--- src/rtl/nvm_arb_pkg.sv ---
package nvm_arb_pkg;

    typedef enum logic [1:0] {
        K_READ  = 2'd0,
        K_FETCH = 2'd1,
        K_WRITE = 2'd2,
        K_OBL   = 2'd3
    } req_kind_e;

    typedef enum logic [2:0] {
        S_IDLE,
        S_BURST,
        S_PROG,
        S_ABORT,
        S_OBL
    } arb_state_e;

    typedef struct packed {
        logic bank;
        logic half;
    } wr_req_t;

    localparam int ERR_WRPROT = 0;
    localparam int ERR_RULE   = 1;
    localparam int ERR_RDPROT = 2;
    localparam int N_ERR      = 3;

    function automatic int max3(input int a, input int b, input int c);
        int m;
        m = (a > b) ? a : b;
        return (m > c) ? m : c;
    endfunction

endpackage

--- src/rtl/nvm_busy_timer.sv ---
module nvm_busy_timer #(
    parameter int W = 4
) (
    input  logic         clk,
    input  logic         rst,
    input  logic         load,
    input  logic [W-1:0] load_val,
    output logic         zero
);
    logic [W-1:0] cnt_q;

    always_ff @(posedge clk) begin
        if (rst)
            cnt_q <= '0;
        else if (load)
            cnt_q <= load_val;
        else if (cnt_q != '0)
            cnt_q <= cnt_q - 1'b1;
    end

    assign zero = (cnt_q == '0);
endmodule

--- src/rtl/nvm_sticky_flags.sv ---
module nvm_sticky_flags #(
    parameter int N = 3
) (
    input  logic         clk,
    input  logic         rst,
    input  logic [N-1:0] set,
    input  logic [N-1:0] clr,
    output logic [N-1:0] flags
);
    for (genvar i = 0; i < N; i++) begin : g_flag
        logic f_q;
        always_ff @(posedge clk) begin
            if (rst)
                f_q <= 1'b0;
            else if (set[i])
                f_q <= 1'b1;
            else if (clr[i])
                f_q <= 1'b0;
        end
        assign flags[i] = f_q;
    end
endmodule

--- src/rtl/nvm_arbiter.sv ---
module nvm_arbiter
    import nvm_arb_pkg::*;
#(
    parameter int HALF_WORDS = 16,
    parameter int PROG_CYC   = 8,
    parameter int ABORT_CYC  = 4,
    parameter int OBL_CYC    = 6,
    localparam int CW = $clog2(HALF_WORDS + 1),
    localparam int TW = $clog2(max3(PROG_CYC, ABORT_CYC, OBL_CYC) + 1)
) (
    input  logic          clk,
    input  logic          rst,
    input  logic          req_valid,
    input  logic [1:0]    req_kind,
    input  logic          req_bank,
    input  logic          req_prot,
    input  logic          req_half,
    input  logic [2:0]    err_clr,
    output logic          stall,
    output logic          busy,
    output logic          grant,
    output logic          grant_bank,
    output logic          hard_fault,
    output logic [2:0]    err_flags,
    output logic          obl_active,
    output logic [CW-1:0] words_left
);
    arb_state_e state_q, state_d;
    logic [CW-1:0] wcnt_q, wcnt_d;
    logic bank_q, bank_d;
    logic rd_held_q, rd_held_d, rd_bank_q, rd_bank_d;
    logic wr_held_q, wr_held_d;
    wr_req_t wr_q, wr_d;
    logic obl_pend_q, obl_pend_d;
    logic grant_q, grant_d, gbank_q, gbank_d, hf_q, hf_d;
    logic [N_ERR-1:0] err_set;
    logic t_load, t_zero;
    logic [TW-1:0] t_val;
    logic accept, done, timed;
    req_kind_e kind;

    assign kind   = req_kind_e'(req_kind);
    assign stall  = rd_held_q | wr_held_q;
    assign accept = req_valid & ~stall;
    assign timed  = (state_q == S_PROG) || (state_q == S_ABORT) || (state_q == S_OBL);
    assign done   = timed & t_zero;

    nvm_busy_timer #(.W(TW)) u_timer (
        .clk(clk), .rst(rst), .load(t_load), .load_val(t_val), .zero(t_zero)
    );

    nvm_sticky_flags #(.N(N_ERR)) u_flags (
        .clk(clk), .rst(rst), .set(err_set), .clr(err_clr), .flags(err_flags)
    );

    always_comb begin
        state_d    = state_q;
        wcnt_d     = wcnt_q;
        bank_d     = bank_q;
        rd_held_d  = rd_held_q;
        rd_bank_d  = rd_bank_q;
        wr_held_d  = wr_held_q;
        wr_d       = wr_q;
        obl_pend_d = obl_pend_q;
        grant_d    = 1'b0;
        gbank_d    = gbank_q;
        hf_d       = 1'b0;
        err_set    = '0;
        t_load     = 1'b0;
        t_val      = TW'(PROG_CYC - 1);

        // End of a timed operation: release held read, then pick next work
        if (done) begin
            state_d = S_IDLE;
            wcnt_d  = '0;
            if (rd_held_q) begin
                grant_d   = 1'b1;
                gbank_d   = rd_bank_q;
                rd_held_d = 1'b0;
            end
            if (obl_pend_q) begin
                state_d    = S_OBL;
                obl_pend_d = 1'b0;
                t_load     = 1'b1;
                t_val      = TW'(OBL_CYC - 1);
            end else if (wr_held_q) begin
                wr_held_d = 1'b0;
                bank_d    = wr_q.bank;
                if (wr_q.half && HALF_WORDS > 1) begin
                    state_d = S_BURST;
                    wcnt_d  = CW'(1);
                end else begin
                    state_d = S_PROG;
                    t_load  = 1'b1;
                end
            end
        end

        if (accept) begin
            unique case (kind)
                K_READ, K_FETCH: begin
                    if (req_prot) begin
                        err_set[ERR_RDPROT] = 1'b1;
                    end else if (state_q == S_BURST) begin
                        if (kind == K_READ) begin
                            hf_d = 1'b1;
                        end else begin
                            grant_d = 1'b1;
                            gbank_d = req_bank;
                            wcnt_d  = '0;
                            if (obl_pend_q) begin
                                state_d    = S_OBL;
                                obl_pend_d = 1'b0;
                                t_load     = 1'b1;
                                t_val      = TW'(OBL_CYC - 1);
                            end else begin
                                state_d = S_IDLE;
                            end
                        end
                    end else if ((state_q == S_PROG || state_q == S_ABORT) &&
                                 !done && req_bank == bank_q) begin
                        rd_held_d = 1'b1;
                        rd_bank_d = req_bank;
                    end else begin
                        grant_d = 1'b1;
                        gbank_d = req_bank;
                    end
                end
                K_WRITE: begin
                    if (req_prot) begin
                        err_set[ERR_WRPROT] = 1'b1;
                    end else if (obl_pend_q || state_q == S_OBL) begin
                        err_set[ERR_RULE] = 1'b1;
                    end else if (state_q == S_BURST) begin
                        if (req_half && req_bank == bank_q) begin
                            wcnt_d = wcnt_q + 1'b1;
                            if (wcnt_q + 1'b1 == CW'(HALF_WORDS)) begin
                                state_d = S_PROG;
                                wcnt_d  = '0;
                                t_load  = 1'b1;
                            end
                        end else begin
                            err_set[ERR_RULE] = 1'b1;
                            state_d = S_ABORT;
                            wcnt_d  = '0;
                            t_load  = 1'b1;
                            t_val   = TW'(ABORT_CYC - 1);
                        end
                    end else if (state_q == S_IDLE || done) begin
                        bank_d = req_bank;
                        if (req_half && HALF_WORDS > 1) begin
                            state_d = S_BURST;
                            wcnt_d  = CW'(1);
                        end else begin
                            state_d = S_PROG;
                            t_load  = 1'b1;
                        end
                    end else begin
                        wr_held_d = 1'b1;
                        wr_d      = '{bank: req_bank, half: req_half};
                    end
                end
                K_OBL: begin
                    if (state_q == S_IDLE || done) begin
                        state_d    = S_OBL;
                        obl_pend_d = 1'b0;
                        t_load     = 1'b1;
                        t_val      = TW'(OBL_CYC - 1);
                    end else begin
                        obl_pend_d = 1'b1;
                    end
                end
                default: ;
            endcase
        end
    end

    always_ff @(posedge clk) begin
        if (rst) begin
            state_q    <= S_IDLE;
            wcnt_q     <= '0;
            bank_q     <= 1'b0;
            rd_held_q  <= 1'b0;
            rd_bank_q  <= 1'b0;
            wr_held_q  <= 1'b0;
            wr_q       <= '0;
            obl_pend_q <= 1'b0;
            grant_q    <= 1'b0;
            gbank_q    <= 1'b0;
            hf_q       <= 1'b0;
        end else begin
            state_q    <= state_d;
            wcnt_q     <= wcnt_d;
            bank_q     <= bank_d;
            rd_held_q  <= rd_held_d;
            rd_bank_q  <= rd_bank_d;
            wr_held_q  <= wr_held_d;
            wr_q       <= wr_d;
            obl_pend_q <= obl_pend_d;
            grant_q    <= grant_d;
            gbank_q    <= gbank_d;
            hf_q       <= hf_d;
        end
    end

    assign busy       = (state_q != S_IDLE);
    assign obl_active = (state_q == S_OBL);
    assign grant      = grant_q;
    assign grant_bank = gbank_q;
    assign hard_fault = hf_q;
    assign words_left = (state_q == S_BURST) ? CW'(HALF_WORDS) - wcnt_q : '0;
endmodule

--- config.mk ---
export PLATFORM = sky130hd
export DESIGN_NAME = nvm_arbiter
export DESIGN_NICKNAME = d
export VERILOG_FILES = /design/src/rtl/nvm_arb_pkg.sv /design/src/rtl/nvm_busy_timer.sv /design/src/rtl/nvm_sticky_flags.sv /design/src/rtl/nvm_arbiter.sv
export SDC_FILE = /design/constraint.sdc
export NUM_CORES = 1
export LEC_CHECK = 0
export BUFFER_PORTS_ARGS = -buffer_cell sky130_fd_sc_hd__buf_2
export CAP_MARGIN = 0
export CORE_MARGIN = 5
export CORE_UTILIZATION = 45
export CTS_CLUSTER_DIAMETER = 120
export DETAILED_ROUTE_END_ITERATION = 6
export PLACE_DENSITY = 0.65
export SLEW_MARGIN = 20
export SYNTH_ARGS = -nofsm -noshare
export SYNTH_HDL_FRONTEND = slang
export SYNTH_SLANG_ARGS = --single-unit
--- constraint.sdc ---
create_clock -name clk -period 2.6 [get_ports clk]
set_clock_uncertainty 0.1 [all_clocks]
set_input_delay 0.26 -clock clk [delete_from_list [all_inputs] [get_ports clk]]
set_output_delay 0.26 -clock clk [all_outputs]
set_load 0.005 [all_outputs]
# Word level (Yosys, flattened, before mapping)
# Cells that the tools add are included.
[totals] regBits=25 inputBits=11 output_inout_bits=14 elab_cells=189
[classes] n_addsub=3 n_eq_ne=9 mux=130 bitwise=10 n_reduce_logical=21
[ops] cell="1-bit two-way mux" count=79
[ops] cell="5-bit two-way mux" count=13
[ops] cell="4-bit two-way mux" count=12
[ops] cell="3-bit two-way mux" count=15
[ops] cell="2-bit two-way mux" count=6
[ops] cell="4-bit case mux with 3 select lines" count=1
[ops] cell="5-bit case mux with 2 select lines" count=1
[ops] cell="3-bit case mux with 3 select lines" count=1
[ops] cell="2-bit nonzero test" count=4
[ops] cell="1-bit inverter" count=7
[ops] cell="3-bit by 2-bit == test with 1-bit output (second input constant)" count=2
[ops] cell="6-bit AND reduction" count=1
[ops] cell="5-bit by 1-bit adder with 5-bit output (second input constant)" count=1
[ops] cell="5-bit == test (second input constant)" count=1
[ops] cell="5-bit AND reduction" count=1
[ops] cell="5-bit OR reduction" count=1
[ops] cell="5-bit subtractor (first input constant)" count=1
[ops] cell="2-bit == test (second input constant)" count=2
[ops] cell="4-bit zero test" count=1
[ops] cell="1-bit logical OR" count=4
[ops] cell="4-bit nonzero test" count=1
[ops] cell="4-bit by 1-bit subtractor with 4-bit output (second input constant)" count=1
[ops] cell="3-bit by 1-bit == test with 1-bit output (second input constant)" count=1
[ops] cell="3-bit == test (second input constant)" count=1
[ops] cell="other kinds (12)" count=15

# Logic depth before layout (Yosys ltp)
[depth] ltp_word=13 depth_mapped=8 mapped_depth_nobuf=8

# Cells and area by module
# A second synthesis with hierarchy kept.
[unflattened] cells_unflattened=237 hier_area_um2=1961.9
[modules_own_cells] mod="nvm_arbiter" n_inst=1 cells_per_inst=198 area_per_inst_um2=1605.3 seq_area_each_um2=360.3
[modules_own_cells] mod="nvm_busy_timer" n_inst=1 cells_per_inst=24 area_per_inst_um2=229.0 seq_area_each_um2=80.1
[modules_own_cells] mod="nvm_sticky_flags" n_inst=1 cells_per_inst=15 area_per_inst_um2=127.6 seq_area_each_um2=60.1

# Worst setup path after synthesis
# OpenSTA, ideal clock, no wires.
[synth_path] path_type="flip-flop to flip-flop" from="register u_timer.cnt_q[0]" to="register u_timer.cnt_q[1]" setup_time_ps=123 arrival_ps=1766 t_required_ps=2377 path_slack_ps=611 path_stages_with_launch=9 n_path_buf=0 period_less_slack_ps=1989 cell_sequence="dfxtp_1 -> inv_1 -> ha_1 -> nor3b_2 -> a21oi_1 -> nand3b_1 -> o221ai_1 -> nand2_1 -> mux2_1"
[synth_between] elab_chain_len=11 elab_cells_between_ends=35 classes_between="1 x add/sub; 29 x mux; 1 x bitwise; 4 x reduce/logical"
[synth_lines] element="from (decl)" line_no="nvm_busy_timer.sv:10" rtl="logic [W-1:0] cnt_q;"
[synth_lines] element="from (signal assigned)" line_no="nvm_busy_timer.sv:16" rtl="cnt_q <= load_val;"
[synth_lines] element="from (signal assigned)" line_no="nvm_busy_timer.sv:18" rtl="cnt_q <= cnt_q - 1'b1;"
[synth_lines] element="4-bit zero test" line_no="nvm_busy_timer.sv:21" rtl="assign zero = (cnt_q == '0);"
[synth_lines] element="1-bit bitwise AND" line_no="nvm_arbiter.sv:46" rtl="assign done = timed & t_zero;"
[synth_lines] element="1-bit two-way mux" line_no="nvm_arbiter.sv:73" rtl="if (done) begin"
[synth_lines] element="1-bit two-way mux, on equally long branches" line_no="nvm_arbiter.sv:151, nvm_arbiter.sv:137"
[synth_lines] element="1-bit two-way mux, on equally long branches" line_no="nvm_arbiter.sv:149, nvm_arbiter.sv:135"
[synth_lines] element="1-bit two-way mux" line_no="nvm_arbiter.sv:134" rtl="end else if (state_q == S_BURST) begin"
[synth_lines] element="1-bit two-way mux" line_no="nvm_arbiter.sv:132" rtl="end else if (obl_pend_q || state_q == S_OBL) begin"
[synth_lines] element="1-bit two-way mux" line_no="nvm_arbiter.sv:130" rtl="if (req_prot) begin"
[synth_lines] element="1-bit case mux with 3 select lines" line_no="nvm_arbiter.sv:100" rtl="unique case (kind)"
[synth_lines] element="1-bit two-way mux" line_no="nvm_arbiter.sv:99" rtl="if (accept) begin"
[synth_lines] element="4-bit two-way mux or 2-bit nonzero test (tied branches)"
# Several ways; a longest one is shown, not always the timed one. The select of a mux whose other input is x is not followed.
# A chain may end at the register's enable or synchronous reset.

# Final worst setup path
# Ends and elaborated chain as after synthesis.

==> flow_summary.ini <==
[cts]
cts_resized = 0
cts_hold_buf = 0
cts_htree_levels = 1
cts.path.max_buffers = 2
cts.clk_slew.worst_paths_ps = 90
numClockSinks = 25
cts_setup_buffers = 0
clk_latency_ps = 270
cts-root-buf = clkbuf_8
cts_buffers = 3
cts_tree = done

[synth]
synth-seq-cells = 25
synthTopCellsByCount = nor2_1, dfxtp_1, nand2_1
avgSynthCellArea_sq_um = 7.781
synth_nets = 230
synth.distinct_cells = 46
synth_area_sq_um = 1673
yosysMostFrequentCell = nor2_1
synth.area.top_cells = dfxtp_1, nor2_1, a21oi_1, nand2_1, ha_1
yosysTopAreaCellShare = 0.2992
async_reset_ff_frac = 0
synth_top_area_cell = dfxtp_1
synth-seq-area-share = 0.2992
ys.flop_type = dfxtp_1
synth_warnings = 0
synthCells = 215
synth_edf_count = 0

[route]
drc = 0
drt_iter0_markers = 206
via_per_inst = 5.686
firstDrtPassIters = 4
wl_per_cell_microns = 14.55
drtAntennaViolNets = 0
via_count = 1575
wl_microns = 4029

[timing]
grt_setup_unrepaired = no
finalSetupViolCount = 0
hold_viol_final = 0
timing.final.max_slew_violations = 0
finalCritPeriodShare = 0.8761
tightest_slew_ps = 529.0
layout_setup_ws_ps = 322.3
max_freq_mhz = 439.0
maxSlewHeadroom = 0.6450
period_minus_slack_ps = 2278
setup-tns-final_ps = 0

[cells_and_area]
layout-drive-gt1-share = 0.1659
final_util = 0.5028
layout.nets = 245
num_antenna_cells = 0
area_growth_pct = 9.200

[floorplan]
start_util = 0.4604
core_sq_um = 3633
pin_count = 25
fp.dieH_microns = 70.97
die_w_microns = 70.97
die_area_sq_um = 5037
fp-row-count = 22

[job]
cap_violations = 0

[worst_setup_path]
end_kind = flop
crit_type = flop to flop
cp_max_fo = 5
cp.required_ps = 2670
cp-start-kind = flop
cp.arrival_ps = 2340

[global_routing]
grt_max_degree = 28
antenna_found_initial = 0
grt_use_total = 0.1655
grt_pass1_wl_microns = 6872
grt_pass1_vias = 1447
overflow = 0

[pwr]
leakage_uw = 0.0007329
p_int_uw = 659.2
combPwrFrac = 0.317
p_per_area_nw_per_um2 = 555.1
swShare = 0.3500
power_frac_seq = 0.447
p_switching_uw = 354.9
ir_drop_mv = 0.2699
p_total_uw = 1014
pwr-share-clk = 0.236

[placed_design]
place_ws_ps = 332.1
dp_hpwl_microns = 3058
io_buffers = 24
gp_congestion = 0.9609

[status]
status = finished, final reports clean

[hold_path]
hold_path.class = input port to flop
[flip-flops by register name, summed over array words and instances (netlist names)]
name	cells
wcnt_q	5
u_timer.cnt_q	4
state_q	3
u_flags.g_flag.f_q	3
wr_q	2
bank_q	1
grant	1
grant_bank	1
hard_fault	1
obl_pend_q	1
rd_bank_q	1
rd_held_q	1
wr_held_q	1
[cells in the final DEF, fill, tap and decap left out, types with 3 or more instances in the layout]
cell / instances
nor2b_1: 8
mux2i_1: 5
a31oi_1: 7
ha_1: 4
inv_1: 6
nand2_1: 23
a211oi_1: 3
xor2_1: 4
and3_1: 3
buf_2: 24
o211ai_1: 4
nor3_1: 7
nand4_1: 3
nor3b_2: 3
nand2b_1: 4
dfxtp_1: 25
nand3b_1: 4
clkbuf_8: 3
nor2_1: 28
o21ai_1: 5
nand3_1: 7
o21ai_0: 3
a21oi_1: 18
[metrics by stage]
stage | hold WS [ps] | instances | cell area, sq um
after detailed placement | 378.3 | 273 | 1778
after global placement | 377.0 | 273 | 1778
after floorplan | 299.1 | 215 | 1673
after global routing | 188.5 | 277 | 1827
final | 169.0 | 277 | 1827
after CTS | 166.1 | 277 | 1827
[routing by layer]
layer	GRT usage	routed length (microns)	part of all wire	vias up
met5	0	0	0	-
met4	0.06889	64	0.016	0
met3	0.01420	155	0.038	5
met2	0.2461	1785	0.44	35
met1	0.2434	2023	0.50	741
li1	-	-	-	794
[layout make-up]
class,count,area (sq um)
Sequential cell,25,500.5
Timing Repair Buffer,24,120.1
Clock buffer,3,41.29
Clock inverter,1,7.507
Fill cell,371,1807
Inverter,6,22.52
Tap cell,48,60.06
Multi-Input combinational cell,170,1075
[power by group through the flow]
stage,sequential (uW),combinational (uW),clock [uW]
finish,454,321,239
global route,458,363,263
CTS,453,323,251
detailed placement,462,322,0
global placement,460,325,0
floorplan,448,257,0
[cells by family after synthesis]
family,Yosys count,synth area share
multiplexers,8,0.05011
flip-flops,25,0.2992
buffers and inverters,20,0.05834
AND/OR/NAND/NOR,100,0.3231
AO/OA/AOI/OAI,52,0.1967
XOR/XNOR,6,0.04263
adder cells (fa/ha/maj),4,0.02992
[final timing paths]
| kind | start | to | slack, ps | cells past startpoint |
|---|---|---|---|---|
| max | u_timer.cnt_q[0]$_SDFFE_PP0P_ | u_timer.cnt_q[1]$_SDFFE_PP0P_ | 320 | 8 |
| min | err_clr[1] | u_flags.g_flag[1].f_q$_SDFFE_PP0P_ | 170 | 3 |
| max reg2reg | u_timer.cnt_q[0]$_SDFFE_PP0P_ | u_timer.cnt_q[1]$_SDFFE_PP0P_ | 320 | 8 |
| min reg2reg | grant_bank$_SDFF_PP0_ | grant_bank$_SDFF_PP0_ | 390 | 2 |
[worst max-delay path, stage by stage (launching register included)]
cell and delay, ps:
dfxtp_1 320, inv_1 110, ha_1 190, nor3b_2 340, a21oi_1 160, nand3b_1 230
o221ai_1 260, nand2_1 150, mux2_1 320
(Power assumes the default switching activity.)
